<file path="src/rtl/synth_pkg.sv">
package synth_pkg;
  localparam int SAMPLE_W = 8;
  localparam int IDX_W    = 8;
  localparam int TBL_N    = 1 << IDX_W;
  localparam logic [SAMPLE_W-1:0] MIDPOINT = 8'd128;

  typedef logic [SAMPLE_W-1:0] sample_t;

  // parabolic approximation of one sine cycle, 1..255 around 128
  function automatic sample_t wave_value(input int i);
    int x, y;
    x = i % 128;
    y = (x * (128 - x) * 127) / 4096;
    return (i < 128) ? sample_t'(128 + y) : sample_t'(128 - y);
  endfunction
endpackage

</file>
<file path="src/rtl/synth_tick_gen.sv">
module synth_tick_gen #(
  parameter int TICK_DIV = 12500
) (
  input  logic clk_i,
  input  logic rst_ni,
  output logic tick_o
);
  localparam int CNT_W = (TICK_DIV > 2) ? $clog2(TICK_DIV) : 1;
  localparam logic [CNT_W-1:0] LAST = CNT_W'(TICK_DIV - 1);

  logic [CNT_W-1:0] cnt_q;

  assign tick_o = (cnt_q == LAST);

  always_ff @(posedge clk_i or negedge rst_ni) begin
    if (!rst_ni)      cnt_q <= '0;
    else if (tick_o)  cnt_q <= '0;
    else              cnt_q <= cnt_q + 1'b1;
  end

  assert_tick_isolated_R2: assert property (@(posedge clk_i) disable iff (!rst_ni)
    tick_o |=> !tick_o);
endmodule

</file>
<file path="src/rtl/synth_wave_rom.sv">
module synth_wave_rom
  import synth_pkg::*;
(
  input  logic [IDX_W-1:0] idx_i,
  output sample_t          data_o
);
  sample_t table_w [TBL_N];

  for (genvar g = 0; g < TBL_N; g++) begin : g_entry
    assign table_w[g] = wave_value(g);
  end

  assign data_o = table_w[idx_i];
endmodule

</file>
<file path="src/rtl/synth_voice.sv">
module synth_voice
  import synth_pkg::*;
#(
  parameter int PHASE_W = 16
) (
  input  logic               clk_i,
  input  logic               rst_ni,
  input  logic               tick_i,
  input  logic               sync_i,
  input  logic [PHASE_W-1:0] step_i,
  output sample_t            sample_o
);
  logic [PHASE_W-1:0] phase_q;
  sample_t            rom_data;

  always_ff @(posedge clk_i or negedge rst_ni) begin
    if (!rst_ni)      phase_q <= '0;
    else if (sync_i)  phase_q <= '0;
    else if (tick_i)  phase_q <= phase_q + step_i;
  end

  synth_wave_rom u_rom (
    .idx_i  (phase_q[PHASE_W-1 -: IDX_W]),
    .data_o (rom_data)
  );

  // zero step mutes the voice at midpoint
  assign sample_o = (step_i == '0) ? MIDPOINT : rom_data;

  assert_sync_clear_R8: assert property (@(posedge clk_i) disable iff (!rst_ni)
    sync_i |=> (phase_q == '0));
  assert_phase_step_R3: assert property (@(posedge clk_i) disable iff (!rst_ni)
    (tick_i && !sync_i) |=> (phase_q == PHASE_W'($past(phase_q) + $past(step_i))));
  assert_phase_idle_R3: assert property (@(posedge clk_i) disable iff (!rst_ni)
    (!tick_i && !sync_i) |=> $stable(phase_q));
endmodule

</file>
<file path="src/rtl/synth_mixer.sv">
module synth_mixer
  import synth_pkg::*;
#(
  parameter int NUM_VOICES = 3
) (
  input  logic                              clk_i,
  input  logic                              rst_ni,
  input  logic                              tick_i,
  input  logic [NUM_VOICES-1:0][SAMPLE_W-1:0] voice_i,
  output sample_t                           sample_o,
  output logic                              valid_o
);
  localparam int SUM_W = $clog2(NUM_VOICES * 255 + 1);

  logic [SUM_W-1:0] sum_w;
  sample_t          avg_w;

  always_comb begin
    sum_w = '0;
    for (int v = 0; v < NUM_VOICES; v++) sum_w = sum_w + SUM_W'(voice_i[v]);
  end

  assign avg_w = SAMPLE_W'(sum_w / SUM_W'(NUM_VOICES));

  always_ff @(posedge clk_i or negedge rst_ni) begin
    if (!rst_ni) begin
      sample_o <= MIDPOINT;
      valid_o  <= 1'b0;
    end else begin
      valid_o <= tick_i;
      if (tick_i) sample_o <= avg_w;
    end
  end

  assert_valid_pulse_R2: assert property (@(posedge clk_i) disable iff (!rst_ni)
    valid_o |=> !valid_o);
  assert_hold_between_R9: assert property (@(posedge clk_i) disable iff (!rst_ni)
    !valid_o |-> $stable(sample_o));
endmodule

</file>
<file path="src/rtl/tone_synth.sv">
module tone_synth
  import synth_pkg::*;
#(
  parameter int TICK_DIV   = 12500,
  parameter int NUM_VOICES = 3,
  parameter int PHASE_W    = 16
) (
  input  logic                              clk_i,
  input  logic                              rst_ni,
  input  logic                              sync_i,
  input  logic                              wr_en_i,
  input  logic [$clog2(NUM_VOICES+1)-1:0]   wr_sel_i,
  input  logic [PHASE_W-1:0]                wr_data_i,
  output logic [SAMPLE_W-1:0]               sample_o,
  output logic                              sample_valid_o
);
  localparam int SEL_W = $clog2(NUM_VOICES + 1);

  logic                                tick;
  logic [PHASE_W-1:0]                  step_q [NUM_VOICES];
  logic [NUM_VOICES-1:0][SAMPLE_W-1:0] voice_smp;

  synth_tick_gen #(.TICK_DIV(TICK_DIV)) u_tick (
    .clk_i  (clk_i),
    .rst_ni (rst_ni),
    .tick_o (tick)
  );

  for (genvar v = 0; v < NUM_VOICES; v++) begin : g_voice
    always_ff @(posedge clk_i or negedge rst_ni) begin
      if (!rst_ni)                                     step_q[v] <= '0;
      else if (wr_en_i && (wr_sel_i == SEL_W'(v)))     step_q[v] <= wr_data_i;
    end

    synth_voice #(.PHASE_W(PHASE_W)) u_voice (
      .clk_i    (clk_i),
      .rst_ni   (rst_ni),
      .tick_i   (tick),
      .sync_i   (sync_i),
      .step_i   (step_q[v]),
      .sample_o (voice_smp[v])
    );

    assert_step_untouched_R7: assert property (@(posedge clk_i) disable iff (!rst_ni)
      !(wr_en_i && (wr_sel_i == SEL_W'(v))) |=> $stable(step_q[v]));
  end

  synth_mixer #(.NUM_VOICES(NUM_VOICES)) u_mix (
    .clk_i    (clk_i),
    .rst_ni   (rst_ni),
    .tick_i   (tick),
    .voice_i  (voice_smp),
    .sample_o (sample_o),
    .valid_o  (sample_valid_o)
  );
endmodule

</file>
<file path="config.mk">
export PLATFORM = sky130hd
export DESIGN_NAME = tone_synth
export DESIGN_NICKNAME = d
export VERILOG_FILES = /design/src/rtl/synth_pkg.sv /design/src/rtl/synth_tick_gen.sv /design/src/rtl/synth_wave_rom.sv /design/src/rtl/synth_voice.sv /design/src/rtl/synth_mixer.sv /design/src/rtl/tone_synth.sv
export SDC_FILE = /design/constraint.sdc
export NUM_CORES = 1
export LEC_CHECK = 0
export BUFFER_PORTS_ARGS = -buffer_cell sky130_fd_sc_hd__buf_2
export CORE_MARGIN = 2
export CORE_UTILIZATION = 47
export DETAILED_ROUTE_END_ITERATION = 8
export HOLD_SLACK_MARGIN = 0.02
export SLEW_MARGIN = 25
export SYNTH_ARGS = -nofsm -noshare
export SYNTH_HDL_FRONTEND = slang
export SYNTH_SLANG_ARGS = --single-unit
</file>
<file path="constraint.sdc">
create_clock -name clk_i -period 9 [get_ports clk_i]
set_input_delay 1.8 -clock clk_i [delete_from_list [all_inputs] [get_ports clk_i]]
set_output_delay 1.8 -clock clk_i [all_outputs]
set_load 0.01 [all_outputs]
</file>
==> key figures, run 1 <==
Cells and area
  – Multi-input gate area: 9833 um^2
  – Core Util, Final: 50.73%
  – Area growth, synth to finish: 7.028%
  – Seq. cell area: 2982 um^2
  – Final std cells w/o fill: 2150
  – Layout cells sized above 1: 10.99%
  – Nets: 1884
  – ANT cells: 0
  – # fillers: 2837
  – Cell area after layout: 14480 um^2

STA
  – RSZ-0062 raised after global routing: false
  – Slew at the pin closest to its max-slew limit: 0.9964 ns
  – Final setup TNS: 0 ns
  – Max_slew headroom: 33.57%
  – Final Hold Vio Count: 0
  – Max Slew Vio Count: 0
  – Final setup violation count: 0
  – Worst hold slack: 0.4700 ns
  – Period utilization: 93.13%
  – Period minus WS final: 8.381 ns
  – Worst Skew: 0.01705 ns
  – Max Clock Freq: 119.3 MHz

Synthesis
  – Synth area leader: dfrtp_1
  – Dominant cells by area after synthesis: dfrtp_1 22%, ha_1 9.6%, a21oi_1 7.8%
  – Netlist cell types: 94
  – Synth warnings: 0
  – Asr flop ratio synth: 100.0%
  – Syn Nets: 1941
  – Synthesized area per cell: 7.475 um^2
  – Top FF cell, synth: dfrtp_1
  – Synth top area share: 21.82%
  – Post-synthesis sequential area ratio: 22.02%
  – Seq cells post-synth: 119
  – Post-synth EDFFs: 0
  – Mapped Cells: 1810
  – Syn Std Cell Area: 13530 um^2

Die
  – Die area: 30160 um^2
  – # IOs: 31
  – Std-Cell Rows: 62
  – Die width: 173.7 um
  – Die height: 173.7 um
  – Initial Util: 47.40%
  – Core area: 28550 um^2

Clocking
  – Setup Buffers After CTS: 0
  – Worst skew pair latency: 0.43 ns
  – Root buffer cell: clkbuf_16
  – CTS tree: done
  – CTS Hold Bufs: 0
  – Reg clk slew, reported paths: 0.06 ns
  – TritonCTS Buffers: 17
  – H-tree levels: 4
  – # resized after CTS: 0
  – CTS max path bufs: 2
  – CTS Sinks: 119

Power
  – Pleak: 5.825 nW
  – Power per cell area: 107.0 nW/um^2
  – Peak VDD IR: 0.1291 mV

Setup path
  – Arr. time, crit path: 8.73 ns
  – Critical path data required time: 9.35 ns
  – Worst r2r path cells: 34
  – Crit path launch type: flop
  – Max stage delay on crit path: 0.69 ns
  – Slowest-stage cell, CP: dfrtp_1
  – CP Capture Type: flop
  – Crit-path max FO: 21
  – Critical path class: reg2reg

Drt
  – Total Routed Length: 41.61 mm
  – Residual DRC: 2
  – Avg WL per Cell: 19.35 um
  – Via-to-Cell Ratio: 6.403
  – Router iterations before antenna repair: 9
  – Total number of vias: 13770
  – Initial DRC count: 1713
  – Antenna viol nets, final: 0

Global routing
  – First-pass GRT wire length: 67.87 mm
  – Overall Global Routing Usage: 27.25%
  – Number of global-route vias before repair: 12940
  – Met1 Track Usage GR: 39.02%
  – Gr busiest metal: met2
  – M3 GR Usage: 3.904%
  – Largest net degree at the start of global routing: 71
  – Grt ovf: 0
  – Met2 Use GR: 42.05%
  – Initial antenna violation count: 0

Run
  – Max Cap Viol: 0

Min path
  – Hold path depth: 2
  – Hold Path Class: reg2reg

Placed design
  – Inst Count DP: 2118
  – Final HPWL DP: 28.86 mm
  – Buffers added on ports: 30
  – Area post-placement: 13850 um^2
  – Final Wtd Congestion: 0.9339

Status
  – Status: complete, but fails checks
  – Violated checks: DRC
path summary, 6_finish.rpt:
path	slack, ns	startpoint	end
max	0.62	g_voice[1].u_voice.phase_q[9]	u_mix.sample_o[0]
min	0.47	u_mix.sample_o[6]	u_mix.sample_o[6]
max reg2reg	0.62	g_voice[1].u_voice.phase_q[9]	u_mix.sample_o[0]
min reg2reg	0.47	u_mix.sample_o[6]	u_mix.sample_o[6]
max in group asynchronous	6.24	rst_ni	step_q[8]
min in group asynchronous	1.46	rst_ni	u_tick.cnt_q[3]
report_power, final:
part           switching (mW)  internal, mW  leakage (nW)  total (mW)
Sequential             0.0467         0.576          1.54       0.623
Clock                   0.285         0.463         0.300       0.747
Combinational          0.0911        0.0877          3.99       0.179
cells by family after synthesis:
group,Yosys count,synth area share (%)
multiplexers,69,6.445
buffers and inverters,190,5.428
AO/OA/AOI/OAI,644,31.30
AND/OR/NAND/NOR,617,20.44
XOR/XNOR,62,4.013
flip-flops,119,22.02
adder cells (fa/ha/maj),109,10.36
Yosys cell counts (all sizes together), types with 8 or more instances:
library cell / count
a211oi: 41
xor2: 11
nor4: 19
o21bai: 21
inv: 60
mux2: 52
ha: 104
o31ai: 18
mux4: 9
o21ai: 133
a31oi: 29
buf: 29
and3: 11
mux2i: 8
or2: 14
nor3: 43
nand2: 240
o21a: 14
o22ai: 20
a2111oi: 17
a21o: 20
dfrtp: 118
a21oi: 211
o221ai: 8
a311oi: 9
nor2: 185
nor2b: 15
clkbuf: 100
xnor2: 51
nand3: 33
o211ai: 19
o311ai: 14
a221oi: 11
nand4: 10
nand2b: 11
sequential cells by signal, indices dropped and copies added (netlist names):
signal and cells:
step_q 48, g_voice.u_voice.phase_q 48, u_mix.sample_o 8, u_tick.cnt_q 14, u_mix.valid_o 1
worst max-delay path: cells and delay by family, from the launching register on:
| family | cells | cell delay, ns |
|---|---|---|
| AO/OA/AOI/OAI | 21 | 4.20 |
| XOR/XNOR | 2 | 0.18 |
| adder cells (fa/ha/maj) | 4 | 1.32 |
| buffers and inverters | 2 | 0.52 |
| flip-flops | 1 | 0.69 |
| AND/OR/NAND/NOR | 5 | 1.35 |
metal layers:
layer / share of wire [%] / vias up
li1: - / 6547
met1: 46 / 6458
met2: 44 / 674
met3: 7.5 / 88
met4: 2.4 / 0
met5: 0 / -
cell usage in the layout, fill, tap and decap left out, types with 24 or more instances in the layout:
| master | instances |
|---|---|
| a211oi_1 | 40 |
| a21oi_1 | 210 |
| a31oi_1 | 28 |
| buf_2 | 29 |
| buf_4 | 24 |
| dfrtp_1 | 116 |
| ha_1 | 104 |
| inv_1 | 58 |
| mux2_2 | 51 |
| nand2_1 | 240 |
| nand3_1 | 32 |
| nor2_1 | 181 |
| nor3_1 | 43 |
| o21ai_0 | 128 |
| xnor2_1 | 51 |
layout make-up:
| class | instances | area share [%] |
|---|---|---|
| repair buffers | 53 | 2.246 |
| flip-flops and latches | 119 | 20.59 |
| clock buffers | 20 | 3.223 |
| inverters | 61 | 1.581 |
| well taps | 384 | 3.318 |
| clock inverters | 12 | 1.140 |
| multi-input cells | 1501 | 67.90 |
per-stage QoR:
stage	power, mW	worst slack (ns)
2_1_floorplan	0.7499	1.938
3_3_place_gp	0.8058	1.033
3_5_place_dp	0.8111	0.8536
4_1_cts	1.562	0.7717
5_1_grt	1.610	0.06305
6_report	1.549	0.6185
Note: power is estimated with default switching activity, not from simulation.
==> inputs of run 2 (changes only) <==
--- a/config.mk
+++ b/config.mk
@@ -5,6 +5,7 @@
 export SDC_FILE = /design/constraint.sdc
 export NUM_CORES = 1
 export LEC_CHECK = 0
+export ABC_AREA = 1
 export BUFFER_PORTS_ARGS = -buffer_cell sky130_fd_sc_hd__buf_2
 export CORE_MARGIN = 2
 export CORE_UTILIZATION = 47
==> run 2 against run 1 <==
Net effect: the flow now finishes without violations; sequential share of layout area increased by 1.9 points; sequential power shrank 3%; fmax grew 8.1%; critical path depth rose by 13; register-to-register slack gained 0.63 ns; clock power rose by 3.2%; clock skew barely moved; power down 3.2%; sequential cell count did not move; wire length decreased by 1.0%; non-clock buffer count down 9; utilization is 1.7 points higher; critical path type unchanged; critical endpoint unchanged; largest power group unchanged.
==> key figures, run 2 <==
STA
  – Worst Skew: 0.01731 ns
  – Period minus WS final: 7.754 ns
  – Final setup violation count: 0
  – Max_slew headroom: 34.70%
  – Max Clock Freq: 129.0 MHz
  – Slew at the pin closest to its max-slew limit: 0.9669 ns
  – Period utilization: 86.15%
  – RSZ-0062 raised after global routing: false
  – Final Hold Vio Count: 0
  – Final setup TNS: 0 ns
  – Max Slew Vio Count: 0

Setup path
  – Reg2reg start: g_voice[0].u_voice.phase_q[10]
  – Crit-path max FO: 25
  – Critical path's most frequent cell: nand2_1
  – Max stage delay on crit path: 0.84 ns
  – Critical path origin: g_voice[0].u_voice.phase_q[10]
  – Arr. time, crit path: 8.07 ns
  – Critical path class: reg2reg
  – Slowest-stage cell, CP: dfrtp_1
  – Crit path launch type: flop
  – Critical path data required time: 9.31 ns
  – CP Capture Type: flop

Cells and area
  – Layout cells sized above 1: 6.290%
  – Most common library cell in the layout ignoring fill and taps: nand2_1
  – Area growth, synth to finish: 8.766%
  – Nets: 1994
  – ANT cells: 0
  – Regs by FF count: g_voice.u_voice.phase_q x48, step_q x48, u_tick.cnt_q x14
  – Commonest non-fill, non-tap cells in the layout: 418 x nand2_1, 243 x inv_1, 211 x o21ai_0

Drt
  – Initial DRC count: 1829
  – Avg WL per Cell: 18.67 um
  – Met3 wire len: 3.710 mm
  – Met1 WL: 17.80 mm
  – Total number of vias: 13380
  – Antenna viol nets, final: 0
  – Router iterations before antenna repair: 9
  – Via-to-Cell Ratio: 6.066
  – Residual DRC: 0
  – Total Routed Length: 41.19 mm
  – Met2 wire length: 18.28 mm
  – Top layer in use: met4

Synthesis
  – Simple logic cell fraction of the synthesized area: 26.14%
  – Post-synthesis compound-gate area fraction: 26.15%
  – Syn Std Cell Area: 12200 um^2
  – Seq cells post-synth: 119
  – Synth warnings: 0
  – Syn Nets: 2002
  – Synth top area share: 24.20%
  – Netlist cell types: 55
  – Synth area leader: dfrtp_1
  – Mapped Cells: 1871
  – Post-synthesis sequential area ratio: 24.41%
  – Main combinational cell family by area after synthesis: compound AO/OA/AOI/OAI gates
  – Post-synth EDFFs: 0
  – Synth Area in XOR/XNOR: 1.712%
  – Post-synth top cells: 418 x nand2_1, 243 x inv_1, 211 x o21ai_0
  – Asr flop ratio synth: 100.0%
  – Synthesized area per cell: 6.523 um^2
  – Count leader, synth: nand2_1
  – Multiplexer area fraction after synthesis: 0%
  – Top FF cell, synth: dfrtp_1
  – Dominant cells by area after synthesis: dfrtp_1 24%, nand2_1 13%, ha_1 11%
  – Adder-Cell Fraction of Synth Area: 11.48%

Clocking
  – TritonCTS Buffers: 17
  – Setup Buffers After CTS: 0
  – H-tree levels: 4
  – # resized after CTS: 0
  – Worst skew pair latency: 0.44 ns
  – Root buffer cell: clkbuf_16
  – Reg clk slew, reported paths: 0.07 ns
  – CTS Sinks: 119
  – CTS max path bufs: 2
  – CTS tree: done
  – CTS Hold Bufs: 0

Die
  – # IOs: 31
  – Die width: 165.1 um
  – Core area: 25330 um^2
  – Die area: 27270 um^2
  – Die height: 165.1 um
  – Initial Util: 48.19%
  – Std-Cell Rows: 58

Power
  – Total power: 1.500 mW
  – Power per cell area: 113.0 nW/um^2
  – Pleak: 6.709 nW
  – Peak VDD IR: 0.1290 mV

Global routing
  – Largest net degree at the start of global routing: 80
  – Overall Global Routing Usage: 30.81%
  – Number of global-route vias before repair: 12330
  – Grt ovf: 0
  – First-pass GRT wire length: 65.92 mm
  – Initial antenna violation count: 0

Min path
  – Hold Path Class: reg2reg
  – Hold_sp: u_tick.cnt_q[0]

Placed design
  – Final Wtd Congestion: 0.9915
  – Buffers added on ports: 30
  – Final HPWL DP: 30.21 mm

Status
  – Status: finished, final reports clean

Run
  – Max Cap Viol: 0
==> run 2: worst paths after layout <==
kind / end / slack, ns / cells past startpoint
min: u_tick.cnt_q[0] / 0.46 / 1
max: u_mix.sample_o[0] / 1.25 / 47
max in group asynchronous: g_voice[2].u_voice.phase_q[10] / 6.47 / 2
max reg2reg: u_mix.sample_o[0] / 1.25 / 47
min in group asynchronous: u_tick.cnt_q[13] / 1.37 / 1
min reg2reg: u_tick.cnt_q[0] / 0.46 / 1
==> run 2: logic make-up (layout without fill, tap and decap cells) <==
group | after synthesis | in the layout
AO/OA/AOI/OAI | 527 | 527
flip-flops | 119 | 119
adder cells (fa/ha/maj) | 109 | 109
buffers and inverters | 328 | 333
XOR/XNOR | 23 | 23
AND/OR/NAND/NOR | 765 | 765
==> run 2: stage by stage <==
step	worst slack [ns]	instances	util (%)	hold slack [ns]	cell area (um^2)
after CTS	1.415	2206	52.35	0.4751	13260
after global placement	1.710	2174	49.80	0.4609	12610
final	1.246	2206	52.41	0.4609	13270
after floorplan	2.902	1871	-	0.4329	12200
after global routing	0.5170	2206	52.41	0.4866	13270
after detailed placement	1.455	2174	49.80	0.4645	12610
==> run 2: layout make-up <==
type	instances	area (um^2)
Clock buffer	17	425.4
Inverter	257	965.9
Timing Repair Buffer	44	261.5
Tap cell	330	412.9
Multi-Input combinational cell	1424	8008
Fill cell	2526	12050
Clock inverter	15	220.2
Sequential cell	119	2980
==> run 2: critical path, delay by kind of cell (launching register included) <==
kind            cells  cell delay (ns)
simple gates       28             3.29
fa+ha+maj           3             1.04
xor+xnor            1             0.14
flops               1             0.84
buf+inv             6             0.89
compound gates      9             1.42
==> run 2: power breakdown <==
part / internal (mW) / total, mW / switching [mW]
clock: 0.455 / 0.771 / 0.316
sequential: 0.569 / 0.604 / 0.0343
combinational: 0.0475 / 0.126 / 0.0782
==> run 2: routing by layer <==
metal | vias up | global-route usage [%]
met4 | 0 | 10.08
met3 | 146 | 5.295
met1 | 6078 | 42.68
met5 | - | 0
met2 | 775 | 48.73
li1 | 6382 | -
